**src/rtl/dac_unpack_pkg.sv**
```systemverilog
package dac_unpack_pkg;
    localparam int WORD_W   = 32;
    localparam int SAMPLE_W = 20;
    localparam int HALF_W   = 16;

    typedef struct packed {
        logic              have;
        logic              wide;
        logic              upper;
        logic [WORD_W-1:0] word;
    } lane_state_t;
endpackage

```
**src/rtl/dac_ctl_regs.sv**
```systemverilog
module dac_ctl_regs #(
    parameter int          NUM_CH    = 2,
    parameter int          AW        = 20,
    parameter int          DW        = 32,
    parameter logic [19:0] CTRL_ADDR = 20'h40080
) (
    input  logic              clk,
    input  logic              rst_n,
    input  logic              reg_we,
    input  logic [AW-1:0]     reg_addr,
    input  logic [DW-1:0]     reg_wdata,
    output logic [DW-1:0]     reg_rdata,
    output logic [NUM_CH-1:0] ch_en,
    output logic [NUM_CH-1:0] ch_narrow
);
    localparam int CW = 2 * NUM_CH;

    logic [CW-1:0] ctrl_d, ctrl_q;
    logic          hit;

    always_comb begin
        hit    = (reg_addr == CTRL_ADDR[AW-1:0]);
        ctrl_d = ctrl_q;
        if (reg_we && hit) begin
            ctrl_d = reg_wdata[CW-1:0];
        end
        reg_rdata = '0;
        if (hit) begin
            reg_rdata[CW-1:0] = ctrl_q;
        end
    end

    always_ff @(posedge clk) begin
        if (!rst_n) begin
            ctrl_q <= '0;
        end else begin
            ctrl_q <= ctrl_d;
        end
    end

    for (genvar c = 0; c < NUM_CH; c++) begin : g_fields
        assign ch_en[c]     = ctrl_q[2*c];
        assign ch_narrow[c] = ctrl_q[2*c+1];
    end

    // writes elsewhere in the map leave the control state untouched
    p_foreign_write_r2: assert property (@(posedge clk) disable iff (!rst_n)
        (reg_we && !hit) |=> $stable(ctrl_q));
endmodule

```
**src/rtl/dac_lane.sv**
```systemverilog
module dac_lane
    import dac_unpack_pkg::*;
#(
    parameter int W_WORD   = WORD_W,
    parameter int W_SAMPLE = SAMPLE_W,
    parameter int W_HALF   = HALF_W
) (
    input  logic                clk,
    input  logic                rst_n,
    input  logic                en,
    input  logic                narrow,
    input  logic                in_valid,
    input  logic [W_WORD-1:0]   in_data,
    output logic                in_ready,
    output logic                out_valid,
    output logic [W_SAMPLE-1:0] out_data,
    output logic                out_wide,
    input  logic                out_ready
);
    localparam int PAD = W_SAMPLE - W_HALF;

    lane_state_t st_d, st_q;
    logic        last_piece;
    logic        take;
    logic [W_HALF-1:0] half;

    always_comb begin
        last_piece = st_q.wide || st_q.upper;
        in_ready   = en && (!st_q.have || (out_ready && last_piece));
        take       = in_valid && in_ready;
        out_valid  = en && st_q.have;
        out_wide   = st_q.wide;
        half       = st_q.upper ? st_q.word[2*W_HALF-1:W_HALF] : st_q.word[W_HALF-1:0];
        out_data   = st_q.wide ? st_q.word[W_SAMPLE-1:0] : {half, {PAD{1'b0}}};

        st_d = st_q;
        if (!en) begin
            st_d.have  = 1'b0;
            st_d.upper = 1'b0;
        end else if (take) begin
            st_d.have  = 1'b1;
            st_d.word  = in_data;
            st_d.wide  = !narrow;
            st_d.upper = 1'b0;
        end else if (st_q.have && out_ready) begin
            if (last_piece) begin
                st_d.have  = 1'b0;
                st_d.upper = 1'b0;
            end else begin
                st_d.upper = 1'b1;
            end
        end
    end

    always_ff @(posedge clk) begin
        if (!rst_n) begin
            st_q <= '{have: 1'b0, wide: 1'b1, upper: 1'b0, word: '0};
        end else begin
            st_q <= st_d;
        end
    end

    // a disabled lane neither takes words nor offers samples
    p_quiet_off_r6: assert property (@(posedge clk) disable iff (!rst_n)
        !en |-> (!in_ready && !out_valid));
    // a stalled sample is held until taken or the lane is disabled
    p_hold_r9: assert property (@(posedge clk) disable iff (!rst_n)
        (out_valid && !out_ready) |=> (!en || (out_valid && $stable(out_data) && $stable(out_wide))));
    // narrow samples carry zero padding in the low bits
    p_pad_r5: assert property (@(posedge clk) disable iff (!rst_n)
        (out_valid && !out_wide) |-> (out_data[PAD-1:0] == '0));
    // a new word only enters when the held one has been consumed
    p_no_overrun_r8: assert property (@(posedge clk) disable iff (!rst_n)
        (in_valid && in_ready && out_valid) |-> out_ready);
endmodule

```
**src/rtl/dac_unpack_top.sv**
```systemverilog
module dac_unpack_top
    import dac_unpack_pkg::*;
#(
    parameter int          NUM_CH    = 2,
    parameter int          AW        = 20,
    parameter logic [19:0] CTRL_ADDR = 20'h40080
) (
    input  logic                         clk,
    input  logic                         rst_n,
    input  logic                         reg_we,
    input  logic [AW-1:0]                reg_addr,
    input  logic [31:0]                  reg_wdata,
    output logic [31:0]                  reg_rdata,
    input  logic [NUM_CH-1:0]            in_valid,
    input  logic [NUM_CH*WORD_W-1:0]     in_data,
    output logic [NUM_CH-1:0]            in_ready,
    output logic [NUM_CH-1:0]            out_valid,
    output logic [NUM_CH*SAMPLE_W-1:0]   out_data,
    output logic [NUM_CH-1:0]            out_wide,
    input  logic [NUM_CH-1:0]            out_ready
);
    logic [NUM_CH-1:0] ch_en;
    logic [NUM_CH-1:0] ch_narrow;

    dac_ctl_regs #(
        .NUM_CH   (NUM_CH),
        .AW       (AW),
        .DW       (32),
        .CTRL_ADDR(CTRL_ADDR)
    ) u_regs (
        .clk      (clk),
        .rst_n    (rst_n),
        .reg_we   (reg_we),
        .reg_addr (reg_addr),
        .reg_wdata(reg_wdata),
        .reg_rdata(reg_rdata),
        .ch_en    (ch_en),
        .ch_narrow(ch_narrow)
    );

    for (genvar c = 0; c < NUM_CH; c++) begin : g_lane
        dac_lane #(
            .W_WORD  (WORD_W),
            .W_SAMPLE(SAMPLE_W),
            .W_HALF  (HALF_W)
        ) u_lane (
            .clk      (clk),
            .rst_n    (rst_n),
            .en       (ch_en[c]),
            .narrow   (ch_narrow[c]),
            .in_valid (in_valid[c]),
            .in_data  (in_data[c*WORD_W +: WORD_W]),
            .in_ready (in_ready[c]),
            .out_valid(out_valid[c]),
            .out_data (out_data[c*SAMPLE_W +: SAMPLE_W]),
            .out_wide (out_wide[c]),
            .out_ready(out_ready[c])
        );
    end
endmodule

```
**config.mk**
```make
export PLATFORM = sky130hd
export DESIGN_NAME = dac_unpack_top
export DESIGN_NICKNAME = d
export VERILOG_FILES = /design/src/rtl/dac_unpack_pkg.sv /design/src/rtl/dac_ctl_regs.sv /design/src/rtl/dac_lane.sv /design/src/rtl/dac_unpack_top.sv
export SDC_FILE = /design/constraint.sdc
export NUM_CORES = 1
export LEC_CHECK = 0
export BUFFER_PORTS_ARGS = -buffer_cell sky130_fd_sc_hd__buf_4
export CORE_ASPECT_RATIO = 1.1
export CORE_UTILIZATION = 50
export CTS_BUF_LIST = sky130_fd_sc_hd__clkbuf_8
export CTS_CLUSTER_SIZE = 14
export DETAILED_ROUTE_END_ITERATION = 8
export PLACE_DENSITY = 0.87
export SLEW_MARGIN = 5
export SYNTH_ARGS = -nofsm -noshare
export SYNTH_HDL_FRONTEND = slang
export SYNTH_SLANG_ARGS = --single-unit
```
**constraint.sdc**
```tcl
create_clock -name clk -period 2.9 [get_ports clk]
set_input_delay 0.29 -clock clk [delete_from_list [all_inputs] [get_ports clk]]
set_output_delay 0.29 -clock clk [all_outputs]
set_load 0.1 [all_outputs]
```
* Word-level counts from Yosys, hierarchy flattened
Index checks and enable logic that the tools add are counted.
Word-level totals: flip-flop bits (word level) 74, bits in latches 0, RAM bits 0, bits in read-only memories 0, input port bits 123, output and inout port bits 78, logic and storage cells 57, memories 0
Operators by class: add/sub/neg operators 0, multiply operators 0, div/mod/pow operators 0, magnitude comparators 0, eq/ne operators 1, shift-type cells 0, muxes and demuxes 13, bitwise gates (word level) 3, reductions and logical operators 31
Operators with widths (count):
- two-way mux 20 bit | 2
- two-way mux 16 bit | 2
- == test 20 x 19 -> 1 bit, second input constant | 1
- AND reduction 2 bit | 6
- logical AND 1 bit | 11
- two-way mux 1 bit | 8
- nonzero test 2 bit | 4
- OR reduction 3 bit | 2
- logical NOT 1 bit | 4
- logical OR 1 bit | 4
- two-way mux 4 bit | 1
- NOT 1 bit | 3

* Longest topological paths before layout
Gate-level depths: netlist of run 1.
depth after elaboration 7, depth in mapped cells 7, depth with buffers taken out 4

* Modules after synthesis
From an unflattened synthesis of run 1, not the netlist that was laid out.
Unflattened totals: cell total of the unflattened synthesis 488, area total of the unflattened synthesis 4110.2 sq um
By module, submodules not included:
- dac_lane | instances 2, cells an instance 214, area each 1796.7 sq um, sequential area each 700.7 sq um
- dac_ctl_regs | instances 1, cells an instance 60, area each 516.7 sq um, sequential area each 80.1 sq um

* Worst setup path after synthesis of run 1
No wires, ideal clock.
path type reg2out, start register g_lane[0].u_lane.st_q[32] (netlist name), end output port out_data[10], data arrival time 2.926 ns, data required time 2.610 ns, slack -0.316 ns, cell stages (with the launch flop) 5, cells stage by stage dfxtp_1 -> buf_6 -> buf_2 -> mux2i_1 -> o21ai_0
Between the ends: longest elaborated chain between the ends 2
RTL lines:
- start: declaration | line dac_lane.sv:22 | lane_state_t st_d, st_q;
- start signal: assignment | line dac_lane.sv:57 | st_q <= '{have: 1'b0, wide: 1'b1, upper: 1'b0, word: '0};
- start signal: assignment | line dac_lane.sv:59 | st_q <= st_d;
- two-way mux 16 bit | line dac_lane.sv:33 | half = st_q.upper ? st_q.word[2*W_HALF-1:W_HALF] : st_q.word[W_HALF-1:0];
- two-way mux 20 bit | line dac_lane.sv:34 | out_data = st_q.wide ? st_q.word[W_SAMPLE-1:0] : {half, {PAD{1'b0}}};
- end: declaration | line dac_unpack_top.sv:18 | output logic [NUM_CH*SAMPLE_W-1:0] out_data,
Every way passes these cells.

* Final worst setup path of run 1
start register g_lane[0].u_lane.st_q (netlist bit g_lane[0].u_lane.out_wide), end output port out_data[13]
Between the ends: longest elaborated chain between the ends 1
RTL lines (line):
- two-way mux 20 bit | dac_lane.sv:34
Every way passes these cells.

==> key figures, run 1 <==
Min path
  – Hold crit path type: in -> reg

CTS
  – Hold_buf cts: 0
  – Clock slew seen by the registers of the worst setup and hold paths: about 0.080 ns
  – Clock Sinks: between 70 and 80
  – Root Driver: clkbuf_8
  – CTS tree: done
  – Clock Tree Buf Depth: 2
  – Post-CTS Setup Bufs: 0
  – Clk_lat worst skew: between 0.3 and 0.4 ns
  – H-tree Lvls: 3
  – CTS Buf Count: 9
  – Post-CTS sizing: 0

Setup path
  – Crit path capture type: primary output
  – CP Cell Sequence: buf_4 -> nand2_1 -> o21ai_1 -> buf_4
  – R2r setup slk: 1.07 ns
  – WP data arrival: approximately 1.9 ns
  – CP Class: reg -> out
  – CP max FO: 30
  – Startpoint Class: flip-flop
  – Critical Path Most Common Cell: buf_4
  – Max stage delay on crit path: 0.61 ns
  – Slowest-stage cell, CP: dfxtp_1
  – CP Data Required Time: 2.61 ns

STA
  – Min Tclk post-route: 2.153 ns
  – Max-slew violations: 0
  – Hold Vio Cnt, Final: 0
  – Max transition margin: 55.11%
  – Fin Setup TNS: 0 ns
  – Worst Slack Setup Final: 0.7470 ns
  – Clock skew: 0.007633 ns
  – Final setup fails: 0
  – Fmax: 0.4645 GHz
  – Least-Margin Pin Slew: 0.6734 ns
  – RSZ-0062 raised after global routing: false
  – Final period util: around three quarters

Power
  – Total power draw: 2.305 mW
  – VDD IR max: 0.0002321 V
  – Lkg Pwr: 1.898 nW
  – Pwr per Cell Area: 462.7 nW/µm²

Run status
  – Status: finished clean

Synthesis
  – Largest family of logic cells by synthesized area: simple AND/OR/NAND/NOR gates
  – Synth Area in Compound Gates: 15.26%
  – Mapped Avg Cell Area: 7.690 µm²
  – Post-synth cell types: 23
  – Adder-Cell Fraction of Synth Area: 0%
  – Post-synthesis xor/xnor area fraction: 0%
  – Post-Synth Simple-Gate Area: 23.42%
  – Post-synthesis mux area share: 9.354%
  – Yosys warning total: 0
  – Post-Syn Area: 3852 µm²
  – Sequential area share after synthesis: 38.45%
  – Post-synthesis cell count: 501
  – Synth Register Bits: 74

Run
  – MaxCap Viol Count: 0

Finish
  – Area added between synthesis and finish: 29.30%
  – Post-Layout Cell Count: 724
  – Layout cells sized above 1: 27.63%
  – Number of fillers in the final layout: 615
  – Fin nets: about 740
  – ANT cells: 0

Place
  – Gp weighted congestion: a little under 0.8
  – Post-DP HPWL: 6.778 mm
  – Pre-CTS setup slack: 1.114 ns
  – Port Buf Inserts: 144
  – Inst Count DP: 708

Floorplanning
  – I/O pin cnt: 201
  – # rows: 33
  – Initial Util: 51.55%
  – Total die area: 8060 µm²
  – Die extent in y: 94.06 µm
  – Core area: 7473 µm²
  – Die width: 85.69 µm

Detailed routing
  – Vias: between 3k and 4k
  – DRT Wirelength: between 9 and 10 mm
  – DR iter-0 viols: between 80 and 90
  – # DRC: 0
  – Vias/cell: 5.127
  – Final ANT Viol Nets: 0
  – WL/cell: between 10 and 15 µm
  – TritonRoute pass-1 iters: 5

GRT
  – Grt ovf: 0
  – First-pass GRT wire length: 15.29 mm
  – Vias in the first global route: 3394
  – Largest net degree at the start of global routing: 72
  – Initial antenna violation count: 0
  – GRT Total Usage: approximately a quarter
==> cells in the mapped netlist (all sizes together) <==
cell type,n,area (µm²)
mux2i,36,360.4
clkbuf,21,78.83
dfxtp,74,1481
o21ai,98,505.5
a31oi,2,12.51
nor4bb,1,10.01
nand3,66,330.3
nor4,4,25.02
nand2,107,401.6
and2,12,75.07
a21oi,6,30.03
nor3b,2,15.01
inv,4,15.01
nor3,6,30.03
conb,1,3.750
a211oi,2,40.04
nor2,4,15.01
buf,55,422.9
==> layout by cell type (no fill, tap or decap), types with 2 or more instances in the layout <==
master,n
o21ai_0,53
dfxtp_1,74
nand3_1,66
conb_1,28
nor4_1,4
clkinvlp_4,2
nor3_1,6
inv_1,4
o21ai_1,43
nor2_1,4
mux2i_1,36
nand2_1,107
a211oi_4,2
a21oi_1,6
clkbuf_8,10
and2_1,12
bufinv_16,3
buf_4,150
a31oi_1,2
nor3b_1,2
==> cell type report <==
class | instances | area, µm² | share of cell area (%)
Clock buffer | 10 | 137.6 | 2.763
Clock inverter | 6 | 113.9 | 2.286
Inverter | 4 | 15.01 | 0.3014
Multi-Input combinational cell | 374 | 1956 | 39.26
Sequential cell | 74 | 1481 | 29.74
Tap cell | 105 | 131.4 | 2.638
Timing Repair Buffer | 151 | 1146 | 23.01
==> through the flow <==
step	area [µm²]	util (%)	hold slack, ns
5_1_grt	4981	66.65	0.1478
6_report	4981	66.65	0.1502
3_3_place_gp	4730	63.28	0.4357
4_1_cts	4981	66.65	0.1329
3_5_place_dp	4730	63.28	0.4459
2_1_floorplan	3954	-	0.4074
==> worst max-delay path: cells and delay by family (launching register included) <==
kind            cells  cell delay, ns
buf+inv             2            0.69
compound gates      1            0.11
simple gates        1            0.10
flops               1            0.61
==> report_power, final <==
| group | internal, mW | switching [mW] | total [mW] |
|---|---|---|---|
| sequential | 1.01 | 0.000000136 | 1.01 |
| clock | 0.596 | 0.397 | 0.993 |
| combinational | 0.0869 | 0.210 | 0.297 |
| total | 1.70 | 0.607 | 2.30 |
==> layer usage <==
metal	track usage [%]	up-vias	share of wire, %
met5	0	-	0
met4	10.00	0	1.9
met2	43.00	143	51
met3	6.854	18	7.3
li1	-	1862	-
met1	27.33	1689	40
==> final timing paths <==
check | startpoint | to | cells after the start
worst min register to register | g_lane[1].u_lane.st_q[27] | g_lane[1].u_lane.st_q[27] | 2
worst max-delay path | g_lane[0].u_lane.out_wide | out_data[13] | 4
worst min-delay path | in_data[33] | g_lane[1].u_lane.st_q[1] | 3
worst max register to register | g_lane[0].u_lane.out_wide | g_lane[0].u_lane.st_q[18] | 5
==> cells by family (layout without fill, tap and decap cells) <==
group                  count (synthesis)  count (layout)
other                                  1              28
and+or+nand+nor                      202             202
buffers and inverters                 80             171
AOI/OAI and AO/OA                    108             108
DFF                                   74              74
muxes                                 36              36
==> state kept, by name, summed over array words and instances, names as in the netlist <==
name and flops:
g_lane.u_lane.st_q 68, u_regs.ctrl_q 4, g_lane.u_lane.out_wide 2
No activity file was read; power rests on OpenSTA's default activity.
==> run 2: changes to the inputs <==
--- a/config.mk
+++ b/config.mk
@@ -7,11 +7,11 @@
 export LEC_CHECK = 0
 export BUFFER_PORTS_ARGS = -buffer_cell sky130_fd_sc_hd__buf_4
 export CORE_ASPECT_RATIO = 1.1
-export CORE_UTILIZATION = 50
+export CORE_UTILIZATION = 42
 export CTS_BUF_LIST = sky130_fd_sc_hd__clkbuf_8
 export CTS_CLUSTER_SIZE = 14
 export DETAILED_ROUTE_END_ITERATION = 8
-export PLACE_DENSITY = 0.87
+export PLACE_DENSITY = 0.78
 export SLEW_MARGIN = 5
 export SYNTH_ARGS = -nofsm -noshare
 export SYNTH_HDL_FRONTEND = slang
==> constraint.sdc (replaced) <==
create_clock -name clk -period 1.8 [get_ports clk]
set_input_delay 0.18 -clock clk [delete_from_list [all_inputs] [get_ports clk]]
set_output_delay 0.18 -clock clk [all_outputs]
set_load 0.1 [all_outputs]
==> key figures, run 2 (synthesis results as in run 1) <==
Detailed routing
  – DR iter-0 viols: just under 200
  – Final ANT Viol Nets: 0
  – # DRC: 0
  – WL/cell: 13.50 µm
  – TritonRoute pass-1 iters: 5
  – DRT Wirelength: approximately 10 mm
  – Vias/cell: 5.007
  – Vias: around 3.7k

GRT
  – Initial antenna violation count: 0
  – Grt ovf: 0
  – Vias in the first global route: roughly 3.3k
  – First-pass GRT wire length: 15.80 mm
  – GRT Total Usage: 21.15%
  – Largest net degree at the start of global routing: 68

Finish
  – Post-Layout Cell Count: 739
  – Largest Register: g_lane.u_lane.st_q
  – Area added between synthesis and finish: 36.15%
  – Commonest non-fill, non-tap cell in the layout: buf_4
  – Layout cells sized above 1: 33.60%
  – Post-layout instance area: between 5000 and 6000 µm²
  – Post-layout util: 59.11%
  – Max reg flops: 68
  – Most frequent cells in the layout: buf_4, nand2_1, dfxtp_1, nand3_1, o21ai_0
  – ANT cells: 0
  – Fin nets: 743

Place
  – Port Buf Inserts: 144
  – Cell Area, Placed: 5035 µm²
  – Gp weighted congestion: 0.8647
  – Inst Count DP: 723
  – Post-DP HPWL: 7.212 mm

Setup path
  – CP Class: reg -> out
  – Slowest-stage cell, CP: dfxtp_2
  – Worst r2r src: g_lane[1].u_lane.out_wide
  – Max stage delay on crit path: about 0.4 ns
  – CP Cell Sequence: buf_6 -> mux2i_1 -> o21ai_4 -> buf_4
  – CP Data Required Time: 1.62 ns
  – R2R depth: 5
  – RR Endpoint: g_lane[1].u_lane.st_q[20]
  – Crit path capture type: primary output
  – R2r setup slk: approximately 0.4 ns
  – WP data arrival: 1.57 ns
  – Startpoint Class: flip-flop
  – CP max FO: 10

STA
  – Max-slew violations: 0
  – Hold Vio Cnt, Final: 0
  – Final setup fails: 0
  – Min Tclk post-route: 1.750 ns
  – RSZ-0062 raised after global routing: true
  – Final hold slack: between 0.04 and 0.05 ns
  – Fmax: 0.5713 GHz
  – Clock skew: about 0.0060 ns
  – Final period util: 97.24%
  – Fin Setup TNS: 0 ns

CTS
  – Hold_buf cts: 0
  – CTS Buf Count: 9
  – Clock Tree Buf Depth: 2
  – Clock Sinks: between 70 and 80
  – CTS tree: done
  – Post-CTS Setup Bufs: 0
  – Clk_lat worst skew: around 0.34 ns
  – Clock slew seen by the registers of the worst setup and hold paths: 0.08 ns
  – Root Driver: clkbuf_8
  – H-tree Lvls: 3

Power
  – VDD IR max: 0.0003670 V
  – Lkg Pwr: around 2.0 nW
  – Pwr per Cell Area: 630.9 nW/µm²

Floorplanning
  – Total die area: 9560 µm²
  – I/O pin cnt: 201
  – Die width: 93.32 µm
  – # rows: 36
  – Initial Util: 43.42%
  – Die extent in y: 102.5 µm
  – Core area: 8874 µm²

Min path
  – Hold wc startpoint: in_data[5]
  – Hold Path Sink: g_lane[0].u_lane.st_q[5]
  – Hold crit path type: in -> reg
  – Hold Path Depth: 3

Run status
  – Status: finished clean

Run
  – MaxCap Viol Count: 0
==> run 2: repair_timing <==
action	CTS	global route
gates resized for setup	5	3
gates cloned	0	0
setup endpoints to repair	11	6
pin swaps	0	0
==> run 2: how the worst max path moves through the flow <==
stage | endpoint | cells past startpoint | slack, ns | from
final | out_data[18] | 4 | 0.05 | g_lane[0].u_lane.st_q[32]
after global routing | out_data[17] | 4 | -0.02 | g_lane[0].u_lane.st_q[32]
after CTS | out_data[18] | 4 | 0.03 | g_lane[0].u_lane.st_q[32]
after detailed placement | reg_rdata[3] | 6 | 0.12 | reg_addr[1]
after global placement | reg_rdata[3] | 6 | 0.17 | reg_addr[1]
after floorplan | out_data[33] | 4 | -0.38 | g_lane[1].u_lane.out_wide
==> run 2: where the power goes <==
part / total, mW / switching [mW] / leakage, nW / internal (mW)
clock network: 1.19 / 0.588 / 0.105 / 0.600
registers: 1.64 / 0.000000230 / 0.596 / 1.64
logic: 0.486 / 0.340 / 1.33 / 0.146
==> run 2: area by class of cell <==
type | instances | area (µm²)
Multi-Input combinational cell | 374 | 2160
Sequential cell | 74 | 1484
Tap cell | 114 | 142.6
Clock inverter | 4 | 17.52
Inverter | 4 | 15.01
Fill cell | 812 | 3628
Timing Repair Buffer | 157 | 1261
Clock buffer | 12 | 165.2
==> run 2: metrics by stage <==
stage               total power [mW]  setup WS, ns
floorplan                      2.033       -0.3778
global placement               2.156        0.1651
detailed placement             2.159        0.1194
global route                   3.434      -0.01759
finish                         3.309       0.04975
CTS                            3.335       0.03391
==> run 2: layer usage <==
layer	share of wire [%]	global-route usage, %	wire [µm]
met5	0	0	0
met4	2.9	11.36	293
met1	42	26.21	4235
met2	48	35.29	4828
met3	6.2	3.497	616
==> run 2: critical path, delay by kind of cell (launching register included) <==
family	cells	cell delay, ns
compound gates	1	0.06
buf+inv	2	0.44
flops	1	0.40
mux	1	0.31
==> run 3: changes to the inputs <==
--- a/config.mk
+++ b/config.mk
@@ -12,6 +12,7 @@
 export CTS_CLUSTER_SIZE = 14
 export DETAILED_ROUTE_END_ITERATION = 8
 export PLACE_DENSITY = 0.78
+export SETUP_SLACK_MARGIN = 0.1
 export SLEW_MARGIN = 5
 export SYNTH_ARGS = -nofsm -noshare
 export SYNTH_HDL_FRONTEND = slang
==> key figures, run 3 (synthesis results as in run 1) <==
Run status
  – Status: finished clean

Finish
  – Fin nets: 752
  – ANT cells: 0
  – Layout cells sized above 1: 39.12%
  – Post-layout instance area: 5976 µm²
  – Largest Register: g_lane.u_lane.st_q
  – Most frequent cells in the layout: buf_4, nand2_1, dfxtp_1, nand3_1, o21ai_0
  – Number of fillers in the final layout: about 680
  – Commonest non-fill, non-tap cell in the layout: buf_4
  – Post-Layout Cell Count: 748
  – Max reg flops: roughly 70
  – Area added between synthesis and finish: 55.12%

Min path
  – Hold crit path type: in -> reg
  – Hold Path Depth: 3

STA
  – Hold Vio Cnt, Final: 0
  – Fmax: 0.5786 GHz
  – RSZ-0062 raised after global routing: true
  – Final setup fails: 0
  – Max-slew violations: 0
  – Clock skew: 0.008343 ns
  – Final period util: 96.01%
  – Min Tclk post-route: 1.728 ns
  – Worst Slack Setup Final: 0.07177 ns

Power
  – Lkg Pwr: 2.204 nW
  – Pwr per Cell Area: between 500 and 600 nW/µm²
  – Total power draw: 3.395 mW
  – VDD IR max: 0.0003676 V

Detailed routing
  – WL/cell: 14.62 µm
  – DR iter-0 viols: 119
  – Final ANT Viol Nets: 0
  – Vias/cell: 5.150
  – DRT Wirelength: 10.93 mm
  – Vias: roughly 3.9k
  – # DRC: 0
  – TritonRoute pass-1 iters: 5

Setup path
  – CP max FO: 6
  – Startpoint Class: flip-flop
  – R2R depth: 6
  – WP data arrival: 1.55 ns
  – CP Data Required Time: 1.62 ns
  – CP Class: reg -> out
  – Crit path capture type: primary output

CTS
  – H-tree Lvls: 3
  – Clk_lat worst skew: 0.34 ns
  – Hold_buf cts: 0
  – Clock Sinks: 74
  – Clock Tree Buf Depth: 2
  – CTS Buf Count: 9
  – Root Driver: clkbuf_8
  – Clock slew seen by the registers of the worst setup and hold paths: 0.08 ns
  – CTS tree: done

GRT
  – Largest net degree at the start of global routing: 71
  – GRT Total Usage: between 20% and 30%
  – Vias in the first global route: 3783
  – First-pass GRT wire length: 17.26 mm
  – Grt ovf: 0
  – Initial antenna violation count: 0

Floorplanning
  – Die width: 93.32 µm
  – Total die area: 9560 µm²
  – Core area: 8874 µm²
  – Initial Util: 43.42%
  – # rows: 36
  – I/O pin cnt: between 200 and 250
  – Die extent in y: 102.5 µm

Place
  – Gp weighted congestion: 0.8038
  – Post-DP HPWL: ~7 mm
  – Pre-CTS setup slack: between 0.15 and 0.2 ns
  – Inst Count DP: 720
  – Port Buf Inserts: between 100 and 150
  – Cell Area, Placed: around 5000 µm²

Run
  – MaxCap Viol Count: 0
[run 3: cell types whose count changed in the layout (fill, tap and decap cells not counted), moves of 13 or more]
| cell | delta |
|---|---|
| buf_12 | +15 |
| buf_6 | +18 |
| mux2i_4 | +15 |
| o21ai_4 | +13 |
| mux2i_1 | -18 |
| buf_4 | -28 |
[run 3: per-layer routing]
metal / vias to the layer above / part of all wire, % / track usage, %
li1: 1898 / - / -
met1: 1802 / 39 / 24.76
met2: 136 / 53 / 42.42
met3: 16 / 6.5 / 5.804
met4: 0 / 1.5 / 9.467
met5: - / 0 / 0
[run 3: repair_timing]
item,4_1_cts,5_1_grt
setup endpoints to repair,33,32
resized for setup,101,9
pin swaps,2,4
buffers inserted,6,4
gates cloned,1,1
[run 3: cell type report]
| cell class | instances | area (µm²) | area share [%] |
|---|---|---|---|
| clock buffers | 10 | 137.6 | 2.303 |
| clock inverters | 6 | 57.56 | 0.9631 |
| inverters | 4 | 15.01 | 0.2513 |
| multi-input cells | 374 | 2495 | 41.75 |
| flip-flops and latches | 74 | 1491 | 24.96 |
| well taps | 114 | 142.6 | 2.387 |
| repair buffers | 166 | 1637 | 27.39 |
[run 3: final timing paths]
kind / start / to / slack, ns
min: in_data[49] / g_lane[1].u_lane.st_q[17] / 0.05
max: g_lane[1].u_lane.st_q[32] / out_data[30] / 0.07
min reg2reg: g_lane[0].u_lane.st_q[31] / g_lane[0].u_lane.st_q[31] / 0.47
max reg2reg: g_lane[1].u_lane.st_q[32] / g_lane[1].u_lane.st_q[31] / 0.21
[run 3: critical path, stage by stage (launching register included)]
cell and delay [ns]:
dfxtp_2 0.34, buf_12 0.14, buf_12 0.15, mux2i_4 0.19, o21ai_4 0.19, buf_12 0.19
[run 3: metrics by stage]
step                      TNS (ns)  utilization [%]  hold slack (ns)
after floorplan             -1.962                -           0.2974
after global placement           0            58.05           0.3928
after detailed placement         0            58.05           0.4014
after CTS                        0            66.24          0.03685
after global routing             0            67.34          0.05310
final                            0            67.34          0.04700
[run 3: power breakdown]
| part | switching (mW) | internal [mW] | total, mW | leakage (nW) |
|---|---|---|---|---|
| Sequential | 0.000000292 | 1.63 | 1.63 | 0.596 |
| Combinational | 0.344 | 0.144 | 0.488 | 1.50 |
| Clock | 0.607 | 0.668 | 1.28 | 0.107 |
| Total | 0.950 | 2.44 | 3.40 | 2.20 |
